===== src/rtl/gps_pkg.sv =====
package gps_pkg;

  // Select width for a given probe count (at least one bit).
  function automatic int unsigned sel_width(input int unsigned n);
    return (n <= 2) ? 1 : $clog2(n);
  endfunction

  // Offset of tree level 'lvl' inside a flat node vector, leaves at level 0.
  function automatic int unsigned lvl_off(input int unsigned leaves, input int unsigned lvl);
    return 2 * leaves - 2 * (leaves >> lvl);
  endfunction

  function automatic logic [31:0] bin_to_gray(input logic [31:0] b);
    return b ^ (b >> 1);
  endfunction

  function automatic logic [31:0] gray_to_bin(input logic [31:0] g);
    logic [31:0] b;
    b[31] = g[31];
    for (int i = 30; i >= 0; i--) b[i] = b[i+1] ^ g[i];
    return b;
  endfunction

endpackage


===== src/rtl/gps_gray_seq.sv =====
module gps_gray_seq #(
  parameter int unsigned SEL_W = 6
) (
  input  logic             clk,
  input  logic             rst_n,
  input  logic             step_en,
  input  logic             restart,
  output logic [SEL_W-1:0] sel_q,
  output logic             step_fire,
  output logic             wrap_fire
);
  import gps_pkg::*;

  localparam logic [SEL_W-1:0] LAST_CODE = SEL_W'(1) << (SEL_W - 1);

  logic [SEL_W-1:0] bin_now;
  logic [SEL_W-1:0] bin_nxt;
  logic [SEL_W-1:0] gray_nxt;

  always_comb begin
    bin_now  = SEL_W'(gray_to_bin(32'(sel_q)));
    bin_nxt  = bin_now + SEL_W'(1);
    gray_nxt = SEL_W'(bin_to_gray(32'(bin_nxt)));
  end

  assign step_fire = step_en && !restart;
  assign wrap_fire = step_fire && (sel_q == LAST_CODE);

  always_ff @(posedge clk or negedge rst_n) begin
    if (!rst_n)         sel_q <= '0;
    else if (restart)   sel_q <= '0;
    else if (step_en)   sel_q <= gray_nxt;
  end

endmodule


===== src/rtl/gps_mux_tree.sv =====
module gps_mux_tree #(
  parameter int unsigned N_PROBES = 37,
  parameter int unsigned SEL_W    = 6
) (
  input  logic [N_PROBES-1:0] probes,
  input  logic [SEL_W-1:0]    sel,
  output logic                leaf_o
);
  import gps_pkg::*;

  localparam int unsigned LEAVES = 1 << SEL_W;
  localparam int unsigned NODES  = 2 * LEAVES - 1;

  logic [NODES-1:0] node;

  // Leaf level: real probes, padding tied low.
  for (genvar j = 0; j < LEAVES; j++) begin : g_leaf
    if (j < N_PROBES) begin : g_real
      assign node[j] = probes[j];
    end else begin : g_pad
      assign node[j] = 1'b0;
    end
  end

  // Each level l is steered by sel[l] only.
  for (genvar l = 0; l < SEL_W; l++) begin : g_lvl
    localparam int unsigned IN_OFF  = lvl_off(LEAVES, l);
    localparam int unsigned OUT_OFF = lvl_off(LEAVES, l + 1);
    localparam int unsigned OUT_CNT = LEAVES >> (l + 1);
    for (genvar j = 0; j < OUT_CNT; j++) begin : g_mux
      assign node[OUT_OFF + j] = sel[l] ? node[IN_OFF + 2*j + 1] : node[IN_OFF + 2*j];
    end
  end

  assign leaf_o = node[NODES-1];

endmodule


===== src/rtl/gps_out_stage.sv =====
module gps_out_stage (
  input  logic clk,
  input  logic rst_n,
  input  logic leaf_i,
  input  logic wrap_i,
  output logic rd_bit,
  output logic frame_done
);

  always_ff @(posedge clk or negedge rst_n) begin
    if (!rst_n) begin
      rd_bit     <= 1'b0;
      frame_done <= 1'b0;
    end else begin
      rd_bit     <= leaf_i;
      frame_done <= wrap_i;
    end
  end

endmodule


===== src/rtl/gray_probe_scan.sv =====
module gray_probe_scan #(
  parameter int unsigned N_PROBES = 37,
  parameter int unsigned SEL_W    = gps_pkg::sel_width(N_PROBES)
) (
  input  logic                clk,
  input  logic                rst_n,
  input  logic                scan_en,
  input  logic                restart,
  input  logic [N_PROBES-1:0] probes,
  output logic                rd_bit,
  output logic [SEL_W-1:0]    sel_code,
  output logic                frame_done
);

  logic step_fire;
  logic wrap_fire;
  logic tree_leaf;

  gps_gray_seq #(.SEL_W(SEL_W)) u_seq (
    .clk       (clk),
    .rst_n     (rst_n),
    .step_en   (scan_en),
    .restart   (restart),
    .sel_q     (sel_code),
    .step_fire (step_fire),
    .wrap_fire (wrap_fire)
  );

  gps_mux_tree #(.N_PROBES(N_PROBES), .SEL_W(SEL_W)) u_tree (
    .probes (probes),
    .sel    (sel_code),
    .leaf_o (tree_leaf)
  );

  gps_out_stage u_out (
    .clk        (clk),
    .rst_n      (rst_n),
    .leaf_i     (tree_leaf),
    .wrap_i     (wrap_fire),
    .rd_bit     (rd_bit),
    .frame_done (frame_done)
  );

endmodule


===== config.mk =====
export PLATFORM = sky130hd
export DESIGN_NAME = gray_probe_scan
export DESIGN_NICKNAME = d
export VERILOG_FILES = /design/src/rtl/gps_pkg.sv /design/src/rtl/gps_gray_seq.sv /design/src/rtl/gps_mux_tree.sv /design/src/rtl/gps_out_stage.sv /design/src/rtl/gray_probe_scan.sv
export SDC_FILE = /design/constraint.sdc
export NUM_CORES = 1
export LEC_CHECK = 0
export BUFFER_PORTS_ARGS = -buffer_cell sky130_fd_sc_hd__buf_2
export CORE_MARGIN = 10
export CORE_UTILIZATION = 39
export CTS_CLUSTER_SIZE = 24
export DETAILED_ROUTE_END_ITERATION = 7
export GPL_TIMING_DRIVEN = 0
export PLACE_DENSITY = 0.72
export SYNTH_ARGS = -nofsm -noshare
export SYNTH_HDL_FRONTEND = slang
export SYNTH_SLANG_ARGS = --single-unit

===== constraint.sdc =====
create_clock -name clk -period 2.9 [get_ports clk]
set_input_delay 0.58 -clock clk [delete_from_list [all_inputs] [get_ports clk]]
set_output_delay 0.58 -clock clk [all_outputs]
set_load 0.01 [all_outputs]

After elaboration in Yosys (flattened, before gate mapping)
Cells that the tools add are included.
{"block": "totals", "regBits": 8, "latchBits": 0, "mem_bits_rw": 0, "romBits": 0, "inputBits": 41, "wordCells": 57, "mem_count": 0}
{"block": "op_classes", "addsub": 1, "multipliers": 0, "div": 0, "order_cmp": 0, "n_eq_ne": 1, "shift": 0, "n_mux": 42, "bitwise_logic": 6, "reduce_logical": 4}
{"operator": "2-to-1 mux 1 bit", "n": 40}
{"operator": "2-to-1 mux 6 bit", "n": 2}
{"operator": "adder 6 x 1 -> 6 bit (second input constant)", "n": 1}
{"operator": "== test 6 bit (second input constant)", "n": 1}
{"operator": "XOR 6 x 5 -> 6 bit", "n": 1}
{"operator": "XOR 1 bit", "n": 5}
{"operator": "logical AND 1 bit", "n": 2}
{"operator": "nonzero test 2 bit", "n": 1}
{"operator": "zero test 1 bit", "n": 1}

Logic depth before layout (Yosys ltp)
{"block": "logic_depth", "ltp_word": 9, "depth_mapped": 15, "mapped_depth_nobuf": 15}

Modules after synthesis
Synthesis repeated with hierarchy kept, for this count alone.
{"block": "hier_totals", "hier_cells": 94, "hier_area_um2": 910.9}
{"module": "gps_gray_seq", "instances": 1, "cells_per_inst": 50, "area_each_um2": 462.9, "seq_area_each_um2": 150.1}
{"module": "gps_mux_tree", "instances": 1, "cells_per_inst": 42, "area_each_um2": 397.9, "seq_area_each_um2": 0.0}
{"module": "gps_out_stage", "instances": 1, "cells_per_inst": 2, "area_each_um2": 50.0, "seq_area_each_um2": 50.0}

Worst setup path after synthesis
No wires, ideal clock.
{"block": "synth_timing", "path_kind": "reg2reg", "start": "register u_seq.sel_q[4]", "end": "register u_seq.sel_q[3]", "t_arrival_ps": 2760, "slack_ps": 46, "path_stages_with_launch": 15, "synth_period_minus_slack_ps": 2854, "cell_sequence": "dfrtp_1 inv_1 ha_1 inv_1 ha_1 inv_1 ha_1 inv_1 ha_1 inv_1 ha_1 nor2b_1 xnor2_1 xnor2_1 a211oi_1"}
{"block": "synth_via", "elab_chain_len": 9}
{"element": "start, declared", "line_no": "gps_gray_seq.sv:8", "source": "output logic [SEL_W-1:0] sel_q,"}
{"element": "start signal, assigned", "line_no": "gps_gray_seq.sv:32", "source": "else if (step_en) sel_q <= gray_nxt;"}
{"element": "XOR 1 bit (*)", "line_no": "gps_pkg.sv:20", "source": "for (int i = 30; i >= 0; i--) b[i] = b[i+1] ^ g[i];"}
{"element": "XOR 1 bit (4 in series)", "line_no": "gps_pkg.sv:20"}
{"element": "adder 6 x 1 -> 6 bit (*)", "line_no": "gps_gray_seq.sv:22", "source": "bin_nxt = bin_now + SEL_W'(1);"}
{"element": "XOR 6 x 5 -> 6 bit (*)", "line_no": "gps_pkg.sv:14", "source": "return b ^ (b >> 1);"}
{"element": "2-to-1 mux 6 bit (*)", "line_no": "gps_gray_seq.sv:32"}
{"element": "2-to-1 mux 6 bit (*)", "line_no": "gps_gray_seq.sv:31", "source": "else if (restart) sel_q <= '0;"}
Every way passes the cells marked *; elsewhere a longest branch is shown, timed or not. The select of a mux whose other input is x is not followed.
A chain may end at the register's enable or synchronous reset.

Worst setup path in the final report
{"block": "layout_timing", "start": "register u_seq.sel_q[4]", "end": "register u_seq.sel_q[4]"}
The elaborated chain is that of the path after synthesis.

==> qor.txt <==
outcome = finished, final reports clean
first-pass GRT wire length = 3860 um
Ports = 49
CTS Hold Buffers Added = 0
DRT Wirelength = 2530 um
CTS clk-pin slew, worst paths = 0.05 ns
vias in the first global route = 887
fin crit share = 96.2%
Synth-to-Final Area Change = 40.8%
clk_lat worst skew = 0.25 ns
CTS buffer count = 3
die area = 4500 sq um
nets@finish = 193
yosys warns = 0
clk buf depth = 2
routed vias/inst = 5.07
Max Freq = 358 MHz
Max Cap Viol = 0
gr ovfl total = 0
setup TNS = 0 ns
Post-Synthesis Mean Instance Area = 9.20 sq um
Placeable Area = 2040 sq um
share of layout cells above drive strength 1 = 45.5%
largest net degree at the start of global routing = 11
count of final setup violators = 0
critical path class = register to register
R2R cell count = 15
post-DP HPWL = 2150 um
number of DRC markers in iteration 0 = 12
Starting Density = 42.3%
Clock Sinks = 8
CP Data Arrival Time = 2.92 ns
Routed WL per cell = 14.7 um
Die Height = 67.1 um
total track usage = 10.6%
CTS tree = done
Startpoint Class = register
min setup slack post-route = 0.110 ns
syn_nets = 140
max-slew violation count = 0
Worst VDD drop = 0.523 mV
n_diodes = 0
static leakage = 0.610 nW
Fin Hold WS = 0.157 ns
die width = 67.1 um
Rows = 16
Worst EP required = 3.03 ns
worst slew pin tran = 0.417 ns
Final Hold Vio Count = 0
Synth Cell Area = 865 sq um
H-tree levels = 1
CP Capture Type = register
post-route ant nets = 0
clock skew = 0.00348 ns
Post-route DRC = 0
RePlAce Congestion = 0.776
PD cells = 802 nW/um^2
Max transition margin = 72.2%
sequential element share of the synthesized area = 23.2%
post-synthesis cell count = 94
Port Buffers = 47
Worst Path Max Fanout = 4
via count = 872
pre-CTS setup slack = -0.191 ns
HP Class = primary input to asynchronous set/reset pin
Pre-Repair DR Iteration Count = 4
Yosys cell types = 30
Pwr Total = 0.000977 W
initial antenna violation count = 0
synthesized flop and latch total = 8
min cycle time layout = 2.79 ns
Root Buffer Master = clkbuf_4
## power breakdown
part	switching [W]	total (W)	internal (W)
registers	0.0000248	0.000167	0.000142
clock network	0.0000337	0.0000808	0.0000471
logic	0.000347	0.000729	0.000383
## critical path: stages, from the launching register on
cell and delay, ns:
dfrtp_2 0.38, inv_2 0.06, ha_1 0.27, inv_1 0.07
ha_4 0.29, inv_1 0.04, ha_1 0.29, inv_1 0.09
ha_4 0.28, inv_2 0.04, ha_4 0.21, nand3b_1 0.16
xor2_1 0.16, xnor2_1 0.13, mux2i_1 0.14, nor2_1 0.06
## area by class of cell
type                       instances  area [sq um]
timing repair buffer              48           243
sequential                         8           201
inverter                           9          33.8
clock buffer                       3          22.5
buffer                             7          45.0
fill                             204           825
multi-input combinational         70           638
tap                               27          33.8
## worst paths after layout
| path | from | to | slack (ns) |
|---|---|---|---|
| min in group clk | restart | u_seq.sel_q[3] | 0.57 |
| max reg2reg | u_seq.sel_q[4] | u_seq.sel_q[4] | 0.11 |
| max | u_seq.sel_q[4] | u_seq.sel_q[4] | 0.11 |
| max in group asynchronous | rst_n | u_seq.sel_q[4] | 2.57 |
| min | rst_n | u_seq.sel_q[3] | 0.16 |
| min reg2reg | u_seq.sel_q[3] | u_seq.sel_q[3] | 0.65 |
## registers in the layout, summed over array words and instances, names as in the netlist
signal            count
u_out.frame_done      1
u_out.rd_bit          1
u_seq.sel_q           6
## synthesized netlist by cell type (all sizes together)
library cell | number | area [sq um]
ha | 5 | 62.6
a211oi | 1 | 7.51
inv | 9 | 33.8
a31oi | 1 | 6.26
and3 | 3 | 18.8
mux2 | 1 | 11.3
o2111ai | 1 | 8.76
buf | 4 | 32.5
o21ai | 1 | 5.00
mux4 | 5 | 128
a311o | 1 | 10.0
clkbuf | 3 | 12.5
dfrtp | 8 | 200
mux2i | 11 | 110
nand3 | 5 | 25.0
nor4b | 1 | 8.76
nor4 | 1 | 6.26
nand3b | 1 | 7.51
xor2 | 2 | 17.5
nand4 | 1 | 6.26
nor2b | 2 | 12.5
nor2 | 8 | 30.0
a21oi | 1 | 5.00
a22oi | 1 | 7.51
nor3 | 2 | 10.0
nand2 | 10 | 37.5
xnor2 | 5 | 43.8
## cell usage in the layout, fill, tap and decap left out, drive strengths merged, types with 2 or more instances in the layout
| cell type | netlist | layout |
|---|---|---|
| mux4 | 5 | 5 |
| nand3 | 5 | 5 |
| dfrtp | 8 | 8 |
| mux2i | 11 | 11 |
| clkbuf | 3 | 6 |
| and3 | 3 | 3 |
| inv | 9 | 9 |
| nor2b | 2 | 2 |
| nor2 | 8 | 8 |
| ha | 5 | 5 |
| nor3 | 2 | 2 |
| buf | 4 | 52 |
| xor2 | 2 | 2 |
| xnor2 | 5 | 5 |
| nand2 | 10 | 10 |
## kinds of logic after synthesis
logic type / count (synthesis) / share of synthesized area [%]
xor gates and xnor gates: 7 / 7.09
DFF: 8 / 23.2
AOI/OAI and AO/OA: 7 / 5.79
buffers and inverters: 16 / 9.12
and+or+nand+nor: 34 / 18.8
muxes: 17 / 28.8
adders and majority gates: 5 / 7.24
## timing repair
item,4_1_cts,5_1_grt
pin swaps,0,0
gates resized for setup,2,7
gates cloned,0,0
buffers inserted,1,0
setup endpoints to repair,4,4
## per-layer routing
layer | GRT usage [%] | wire length [um] | vias to the layer above
met4 | 0 | 0 | 0
met1 | 11.9 | 985 | 400
met3 | 5.85 | 296 | 0
met2 | 18.4 | 1250 | 30
met5 | 0 | 0 | -
li1 | - | - | 442
## per-stage QoR
stage,utilization (%),std cells,area (sq um)
floorplan,-,94,865
global placement,55.5,168,1130
detailed placement,55.5,168,1130
CTS,57.2,172,1170
global route,59.6,172,1220
finish,59.6,172,1220
Power figures use the tool's default switching activity.
